--- src/rtl/gid_pkg.sv ---
package gid_pkg;

  // Register offsets seen by software
  localparam int unsigned OFS_MASK_VIEW = 32'h0C;
  localparam int unsigned OFS_UNMASK    = 32'h10;
  localparam int unsigned OFS_MASK_SET  = 32'h14;
  localparam int unsigned OFS_EVENT     = 32'h18;
  localparam int unsigned OFS_KIND      = 32'h1C;
  localparam int unsigned OFS_POL       = 32'h20;
  localparam int unsigned OFS_BOTH      = 32'h24;

  typedef enum logic [2:0] {
    SEL_NONE,
    SEL_MASK_VIEW,
    SEL_UNMASK,
    SEL_MASK_SET,
    SEL_EVENT,
    SEL_KIND,
    SEL_POL,
    SEL_BOTH
  } reg_sel_e;

  function automatic reg_sel_e decode_sel(input int unsigned ofs);
    case (ofs)
      OFS_MASK_VIEW: return SEL_MASK_VIEW;
      OFS_UNMASK:    return SEL_UNMASK;
      OFS_MASK_SET:  return SEL_MASK_SET;
      OFS_EVENT:     return SEL_EVENT;
      OFS_KIND:      return SEL_KIND;
      OFS_POL:       return SEL_POL;
      OFS_BOTH:      return SEL_BOTH;
      default:       return SEL_NONE;
    endcase
  endfunction

  // Trigger decision for one pin: cur is the level now, prev one cycle ago
  function automatic logic trig_hit(input logic kind, input logic pol,
                                    input logic both, input logic cur,
                                    input logic prev);
    if (!kind)     return cur == pol;
    else if (both) return cur ^ prev;
    else           return (cur == pol) && (prev != pol);
  endfunction

endpackage

--- src/rtl/gid_regs.sv ---
module gid_regs #(
  parameter int NPINS  = 32,
  parameter int ADDR_W = 8
) (
  input  logic              clk,
  input  logic              rst_n,
  input  logic              bus_wr,
  input  logic [ADDR_W-1:0] bus_addr,
  input  logic [NPINS-1:0]  bus_wdata,
  input  logic [NPINS-1:0]  status_q,
  output logic [NPINS-1:0]  bus_rdata,
  output logic [NPINS-1:0]  kind_q,
  output logic [NPINS-1:0]  pol_q,
  output logic [NPINS-1:0]  both_q,
  output logic [NPINS-1:0]  mask_q,
  output logic [NPINS-1:0]  clr_vec,
  output logic              wr_unmask,
  output logic              wr_maskset
);
  import gid_pkg::*;

  reg_sel_e sel;
  assign sel        = decode_sel(32'(bus_addr));
  assign wr_unmask  = bus_wr && (sel == SEL_UNMASK);
  assign wr_maskset = bus_wr && (sel == SEL_MASK_SET);
  assign clr_vec    = (bus_wr && (sel == SEL_EVENT)) ? bus_wdata : '0;

  always_ff @(posedge clk) begin
    if (!rst_n) begin
      mask_q <= '1;
      kind_q <= '0;
      pol_q  <= '0;
      both_q <= '0;
    end else begin
      if (wr_maskset)      mask_q <= mask_q | bus_wdata;
      else if (wr_unmask)  mask_q <= mask_q & ~bus_wdata;
      if (bus_wr && sel == SEL_KIND) kind_q <= bus_wdata;
      if (bus_wr && sel == SEL_POL)  pol_q  <= bus_wdata;
      if (bus_wr && sel == SEL_BOTH) both_q <= bus_wdata;
    end
  end

  always_comb begin
    case (sel)
      SEL_MASK_VIEW: bus_rdata = mask_q;
      SEL_EVENT:     bus_rdata = status_q;
      SEL_KIND:      bus_rdata = kind_q;
      SEL_POL:       bus_rdata = pol_q;
      SEL_BOTH:      bus_rdata = both_q;
      default:       bus_rdata = '0;
    endcase
  end

endmodule

--- src/rtl/gid_detect.sv ---
module gid_detect #(
  parameter int NPINS = 32
) (
  input  logic             clk,
  input  logic [NPINS-1:0] pin_in,
  input  logic [NPINS-1:0] kind_q,
  input  logic [NPINS-1:0] pol_q,
  input  logic [NPINS-1:0] both_q,
  output logic [NPINS-1:0] evt_vec
);
  import gid_pkg::*;

  // Previous level: follows the input during reset too, so the first
  // cycle after reset sees no change that did not happen.
  logic [NPINS-1:0] pin_q;

  always_ff @(posedge clk) pin_q <= pin_in;

  for (genvar i = 0; i < NPINS; i++) begin : g_pin
    assign evt_vec[i] = trig_hit(kind_q[i], pol_q[i], both_q[i],
                                 pin_in[i], pin_q[i]);
  end

endmodule

--- src/rtl/gid_status.sv ---
module gid_status #(
  parameter int NPINS = 32
) (
  input  logic             clk,
  input  logic             rst_n,
  input  logic [NPINS-1:0] evt_vec,
  input  logic [NPINS-1:0] clr_vec,
  input  logic [NPINS-1:0] mask_q,
  output logic [NPINS-1:0] status_q,
  output logic             irq
);

  // A new event outranks a clear on the same cycle
  always_ff @(posedge clk) begin
    if (!rst_n) status_q <= '0;
    else        status_q <= (status_q & ~clr_vec) | evt_vec;
  end

  assign irq = |(status_q & ~mask_q);

endmodule

--- src/rtl/gpio_irq_det.sv ---
module gpio_irq_det #(
  parameter int NPINS  = 32,
  parameter int ADDR_W = 8
) (
  input  logic              clk,
  input  logic              rst_n,
  input  logic              bus_wr,
  input  logic [ADDR_W-1:0] bus_addr,
  input  logic [NPINS-1:0]  bus_wdata,
  output logic [NPINS-1:0]  bus_rdata,
  input  logic [NPINS-1:0]  pin_in,
  output logic              irq
);

  // Named internal events, visible to the bound checker
  logic [NPINS-1:0] kind_q, pol_q, both_q, mask_q;
  logic [NPINS-1:0] status_q, evt_vec, clr_vec;
  logic             wr_unmask, wr_maskset;

  gid_regs #(.NPINS(NPINS), .ADDR_W(ADDR_W)) u_regs (
    .clk        (clk),
    .rst_n      (rst_n),
    .bus_wr     (bus_wr),
    .bus_addr   (bus_addr),
    .bus_wdata  (bus_wdata),
    .status_q   (status_q),
    .bus_rdata  (bus_rdata),
    .kind_q     (kind_q),
    .pol_q      (pol_q),
    .both_q     (both_q),
    .mask_q     (mask_q),
    .clr_vec    (clr_vec),
    .wr_unmask  (wr_unmask),
    .wr_maskset (wr_maskset)
  );

  gid_detect #(.NPINS(NPINS)) u_detect (
    .clk     (clk),
    .pin_in  (pin_in),
    .kind_q  (kind_q),
    .pol_q   (pol_q),
    .both_q  (both_q),
    .evt_vec (evt_vec)
  );

  gid_status #(.NPINS(NPINS)) u_status (
    .clk      (clk),
    .rst_n    (rst_n),
    .evt_vec  (evt_vec),
    .clr_vec  (clr_vec),
    .mask_q   (mask_q),
    .status_q (status_q),
    .irq      (irq)
  );

endmodule

--- config.mk ---
export PLATFORM = sky130hd
export DESIGN_NAME = gpio_irq_det
export DESIGN_NICKNAME = d
export VERILOG_FILES = /design/src/rtl/gid_pkg.sv /design/src/rtl/gid_regs.sv /design/src/rtl/gid_detect.sv /design/src/rtl/gid_status.sv /design/src/rtl/gpio_irq_det.sv
export SDC_FILE = /design/constraint.sdc
export NUM_CORES = 1
export LEC_CHECK = 0
export BUFFER_PORTS_ARGS = -buffer_cell sky130_fd_sc_hd__buf_2
export CAP_MARGIN = 20
export CORE_ASPECT_RATIO = 0.9
export CORE_MARGIN = 4
export CORE_UTILIZATION = 50
export DETAILED_ROUTE_END_ITERATION = 12
export PLACE_DENSITY = 0.7
export SLEW_MARGIN = 20
export SYNTH_ARGS = -nofsm -noshare
export SYNTH_HDL_FRONTEND = slang
export SYNTH_SLANG_ARGS = --single-unit
--- constraint.sdc ---
create_clock -name clk -period 3.3 [get_ports clk]
set_input_delay 0.66 -clock clk [delete_from_list [all_inputs] [get_ports clk]]
set_output_delay 0.66 -clock clk [all_outputs]
set_load 0.03 [all_outputs]
==> results_dict.tcl, run 1 <==
set metrics [dict create \
    status "complete, no violations" \
    p_seq_share_pct 48.4 \
    whs_endpoint "u_detect.pin_q[13]" \
    drtIter0Drc 685 \
    r2r_slack_ns 2.32 \
    wl_met3_mm 1.439 \
    r2r_cells 4 \
    die_x_um 149.2 \
    min_from "pin_in[13]" \
    grt_usage_pct 23.60 \
    drv_cap 0 \
    synth_fa_ha_area_share_pct 0 \
    synth_simple_gate_area_share_pct 15.75 \
    clk_latency_ns 0.43 \
    wl_met2_mm 10.73 \
    holdPathStages 1 \
    ys_ff_latch 192 \
    seqCellArea_um2 3844 \
    multi_input_area_um2 4622 \
    hold_viol_final 0 \
    synth_area_per_cell_um2 8.287 \
    grt_pass1_wl_mm 38.43 \
    core_um2 17610 \
    final_nets 1217 \
    ctsResizeCount 0 \
    io_buffers 107 \
    rows 46 \
    dpl-instance-area_um2 9683 \
    cts_sinks 192 \
    synth_xor_area_share_pct 6.252 \
    dp_hpwl_mm 15.88 \
    ys_top_cells_by_area "dfxtp_1, nand3_1, nand2_1" \
    gp_congestion 0.8186 \
    dieHeight_um 135.0 \
    clockRootBuffer "clkbuf_16" \
    synth.distinct_cells 33 \
    hold_path.class "input port to flip-flop" \
    yosysTopAreaCellShare_pct 42.87 \
    swShare_pct 24.10 \
    power_density_nw_per_um2 485.5 \
    yosys_warnings 0 \
    grt_antenna_before_repair 1 \
    area_growth_pct 14.81 \
    wl_per_cell_um 17.02 \
    fill_cells 1650 \
    synthMuxAreaShare_pct 7.591 \
    fin_crit_sh_pct 90.32 \
    path_max_fanout 13 \
    worstSetupPathType "input port to output port" \
    numCtsBuffers 17 \
    power.net_switching_mw 1.205 \
    r2r_end "u_status.status_q[25]" \
    rsz0062_at_grt "false" \
    reg2reg_from "u_regs.pol_q[25]" \
    end_kind "output port" \
    num_antenna_cells 0 \
    clkPwrFrac_pct 42.8 \
    grt_overflow 0 \
    viasPerCell 5.718 \
    synth_top_family_by_area "compound AO/OA/AOI/OAI gates" \
    yosysSeqAreaShare_pct 42.87 \
    finalInstanceArea_um2 10290 \
    tns_ns 0 \
    clk_pin_slew_ns 0.07 \
    worst_pin_slew_ns 0.6724 \
    first_global_vias 7379 \
    start_util_pct 50.91 \
    drc 0 \
    die_area_um2 20140 \
    maxUsedRoutingLayer "met5" \
    synth_top_area_cell "dfxtp_1" \
    p_leak_nw 4.228 \
    critPathLaunchType "input port" \
    ios 108 \
    max_freq_mhz 335.5 \
    layout_commonest_cell "dfxtp_1" \
    htreeDepth 4 \
    first_pass_iters 5 \
    cts_tree "done" \
    slew_viol_final 0 \
    setup_viol 0 \
    synth_compound_area_share_pct 21.66 \
    cts_buffer_depth 2 \
    internal-power_mw 3.793 \
    clock-skew-final_ns 0.01010 \
    postRouteAntennaNets 0 \
    syn_inst 1082 \
    vias 7971 \
    grt_max_degree 103 \
    combPwrFrac_pct 8.8 \
    ir_drop_uv 346.1 \
    wirelength_mm 23.72 \
    slew_headroom_pct 55.18 \
    required_ns 2.64 \
    period_needed_ns 2.981 \
    cts_hold_buf 0 \
    cts_setup_buffers 0 \
    wl_met1_mm 11.19 \
    synth_nets 1157 \
    cp_data_arrival_time_ns 2.32 \
    final_cell_mix "dfxtp_1, nand2_1, nand3_1" \
    syn-cell-area_um2 8966 \
    drive_gt1_share_pct 17.42 \
]
[synthesized netlist by cell type (all sizes together)]
master    n
a21oi    96
inv      32
nor4bb    1
nor4      5
mux2     32
or4       1
dfxtp   192
nor3b     3
nor2b     1
o22ai    16
nand3b    1
o21ai   128
nand2   160
clkbuf   61
and3      1
a22oi    64
and4      1
and4b     2
nand4     1
a21o     32
buf      27
mux2i    32
nand3   129
xnor2    64
[worst max-delay path by stage]
stage	startpoint	endpoint	slack, ns	depth (start not counted)
floorplan	bus_addr[7]	bus_rdata[27]	0.41	4
global placement	bus_addr[7]	bus_rdata[2]	0.38	7
detailed placement	bus_addr[7]	bus_rdata[10]	0.32	7
CTS	bus_addr[7]	bus_rdata[10]	0.31	7
global route	bus_addr[7]	bus_rdata[5]	0.18	7
finish	bus_addr[7]	bus_rdata[10]	0.32	7
[worst max-delay path, stage by stage]
cell and delay (ns):
buf_2 0.12, or4_4 0.57, nor3b_4 0.26, buf_4 0.26, a22oi_1 0.11, o21ai_0 0.10
buf_2 0.23
[layer usage]
metal  track usage [%]  vias up
met5                 0        -
met4             6.914        2
met3             5.067       26
met2             36.59      236
met1             33.26     3775
li1                  -     3932
[area by class of cell]
class / instances / area share, %
multi-input cells: 770 / 44.90
flip-flops and latches: 192 / 37.34
repair buffers: 129 / 7.743
clock buffers: 19 / 4.400
well taps: 240 / 2.917
clock inverters: 12 / 1.532
inverters: 32 / 1.167
[power groups by stage]
| stage | Combinational, mW | Clock, mW | Sequential [mW] |
|---|---|---|---|
| after floorplan | 0.272 | 0 | 2.46 |
| after global placement | 0.428 | 0 | 2.47 |
| after detailed placement | 0.433 | 0 | 2.47 |
| after CTS | 0.437 | 2.18 | 2.42 |
| after global routing | 0.481 | 2.27 | 2.42 |
| final | 0.438 | 2.14 | 2.42 |
[per-stage QoR]
stage / setup WS [ns] / utilization (%) / hold slack (ns) / total power, mW / instances
4_1_cts: 0.3109 / 58.45 / 0.3547 / 5.031 / 1394
2_1_floorplan: 0.4129 / - / 0.4488 / 2.730 / 1082
3_3_place_gp: 0.3831 / 54.98 / 0.4657 / 2.896 / 1363
3_5_place_dp: 0.3186 / 54.98 / 0.4673 / 2.904 / 1363
5_1_grt: 0.1754 / 58.45 / 0.3544 / 5.178 / 1394
6_report: 0.3195 / 58.45 / 0.3679 / 4.997 / 1394
[logic make-up after synthesis]
kind of cell / after synthesis
and+or+nand+nor: 306
xor gates and xnor gates: 64
buffers and inverters: 120
DFF: 192
AOI/OAI and AO/OA: 336
muxes: 64
Note: power is estimated with default switching activity, not from simulation.
==> run 2, diff against run 1 <==
- CELL_PAD_IN_SITES_DETAIL_PLACEMENT: unset -> 1
- CELL_PAD_IN_SITES_GLOBAL_PLACEMENT: unset -> 1
- CORE_UTILIZATION: 50 -> 47
- PLACE_DENSITY: 0.7 -> unset
- PLACE_DENSITY_LB_ADDON: unset -> 0.12
==> run 2 against run 1 <==
Global-route usage rose by 1.9 points. Sequential share of layout area is 0.14 points higher. Worst hold slack about the same. Via count is 2.5% higher. Non-clock buffer count grew 4. Critical path depth did not move. Critical path type unchanged. Largest cell class unchanged.
==> results_dict.tcl, run 2 (synthesis gave the netlist of run 1 again) <==
set metrics [dict create \
    status "complete, no violations" \
    swShare_pct 26.18 \
    setup_viol 0 \
    power_density_nw_per_um2 489.0 \
    drive_gt1_share_pct 17.77 \
    grt_max_degree 93 \
    io_buffers 107 \
    first_global_vias 8113 \
    period_needed_ns 2.996 \
    clkPwrFrac_pct 42.7 \
    hold_path.class "input port to flip-flop" \
    rsz0062_at_grt "false" \
    rows 47 \
    internal-power_mw 3.702 \
    ir_drop_uv 327.3 \
    postRouteAntennaNets 0 \
    final_nets 1221 \
    required_ns 2.64 \
    path_common_cell "buf_2" \
    core_um2 18580 \
    cp_slowest_cell "or4_4" \
    max_freq_mhz 333.8 \
    fill_cells 2282 \
    tns_ns 0 \
    ctsResizeCount 0 \
    grt_pass1_wl_mm 44.46 \
    clk_latency_ns 0.44 \
    slowest_delay_ns 0.57 \
    num_antenna_cells 0 \
    finalPower_mw 5.015 \
    clk_pin_slew_ns 0.08 \
    slew_viol_final 0 \
    gp_congestion 0.7562 \
    path_max_fanout 18 \
    grt_usage_pct 25.51 \
    dpl-instance-area_um2 9657 \
    grt_overflow 0 \
    drv_cap 0 \
    clock-skew-final_ns 0.01059 \
    hold_ws_ns 0.3680 \
    p_leak_nw 4.232 \
    vias 8173 \
    final_util_pct 55.18 \
    worst_pin_slew_ns 0.6837 \
    fin_crit_sh_pct 90.78 \
    hold_viol_final 0 \
    crit_buf_inv 3 \
    cts_sinks 192 \
    drtIter0Drc 606 \
    dieHeight_um 139.0 \
    slew_headroom_pct 54.42 \
    layout_commonest_cell "dfxtp_1" \
    grt_antenna_before_repair 0 \
    cts_setup_buffers 0 \
    final_cell_mix "dfxtp_1, nand2_1, nand3_1" \
    die_x_um 153.6 \
    numCtsBuffers 17 \
    end_kind "output port" \
    crit_chain "buf_2, or4_4, nor3b_4, buf_4, a22oi_1, o21ai_0, buf_2" \
    power.net_switching_mw 1.313 \
    p_seq_share_pct 48.3 \
    finalInstanceArea_um2 10250 \
    htreeDepth 4 \
    dp_hpwl_mm 18.23 \
    area_growth_pct 14.37 \
    critPathLaunchType "input port" \
    cp_data_arrival_time_ns 2.34 \
    cts_tree "done" \
    drc 0 \
    wl_per_cell_um 19.50 \
    start_util_pct 48.25 \
    crit_family "simple AND/OR/NAND/NOR gates" \
    wirelength_mm 27.37 \
    viasPerCell 5.821 \
    ios 108 \
    clockRootBuffer "clkbuf_16" \
    combPwrFrac_pct 9.1 \
    cts_buffer_depth 2 \
    worstSetupPathType "input port to output port" \
    cts_hold_buf 0 \
    first_pass_iters 5 \
    die_area_um2 21350 \
]
## run 2: cell types whose count changed in the layout (fill, tap and decap cells not counted)
cell	change
clkinv_2	-1
bufinv_16	-1
inv_8	+2
buf_12	-5
clkinvlp_4	-1
clkbuf_8	-2
inv_6	+3
clkinv_4	+1
buf_4	+9
## run 2: final timing paths
| check | startpoint | endpoint | slack (ns) | depth (start not counted) |
|---|---|---|---|---|
| max reg2reg | u_regs.pol_q[14] | u_status.status_q[14] | 2.27 | 4 |
| min reg2reg | u_regs.both_q[11] | u_regs.both_q[11] | 0.48 | 2 |
| max | bus_addr[7] | bus_rdata[4] | 0.30 | 7 |
| min | pin_in[10] | u_detect.pin_q[10] | 0.37 | 1 |
## run 2: final cells by class
cell class                 instances  area, µm²  area share (%)
inverter                          32      120.1           1.171
sequential                       192       3844           37.48
multi-input combinational        770       4622           45.07
clock inverter                    15      172.7           1.684
clock buffer                      17      425.4           4.148
timing repair buffer             133      764.5           7.455
tap                              245      306.5           2.989
## run 2: power groups by stage
stage               clock (mW)  combinational, mW  sequential (mW)
floorplan                    0              0.272             2.46
global placement             0              0.434             2.47
detailed placement           0              0.445             2.47
CTS                       2.16              0.453             2.42
global route              2.27              0.498             2.43
finish                    2.14              0.454             2.42
## run 2: through the flow
stage	worst slack, ns	cells
after floorplan	0.4129	1082
after global placement	0.3749	1372
after detailed placement	0.3054	1372
after CTS	0.2979	1404
after global routing	0.2010	1404
final	0.3042	1404
## run 2: metal layers
metal	share of wire, %	track usage [%]	up-vias	wire [µm]
met5	0	0	-	0
met4	1.4	5.901	0	378
met3	3.9	3.619	24	1068
met2	47	41.31	163	12860
met1	48	36.22	4052	13060
li1	-	-	3934	-
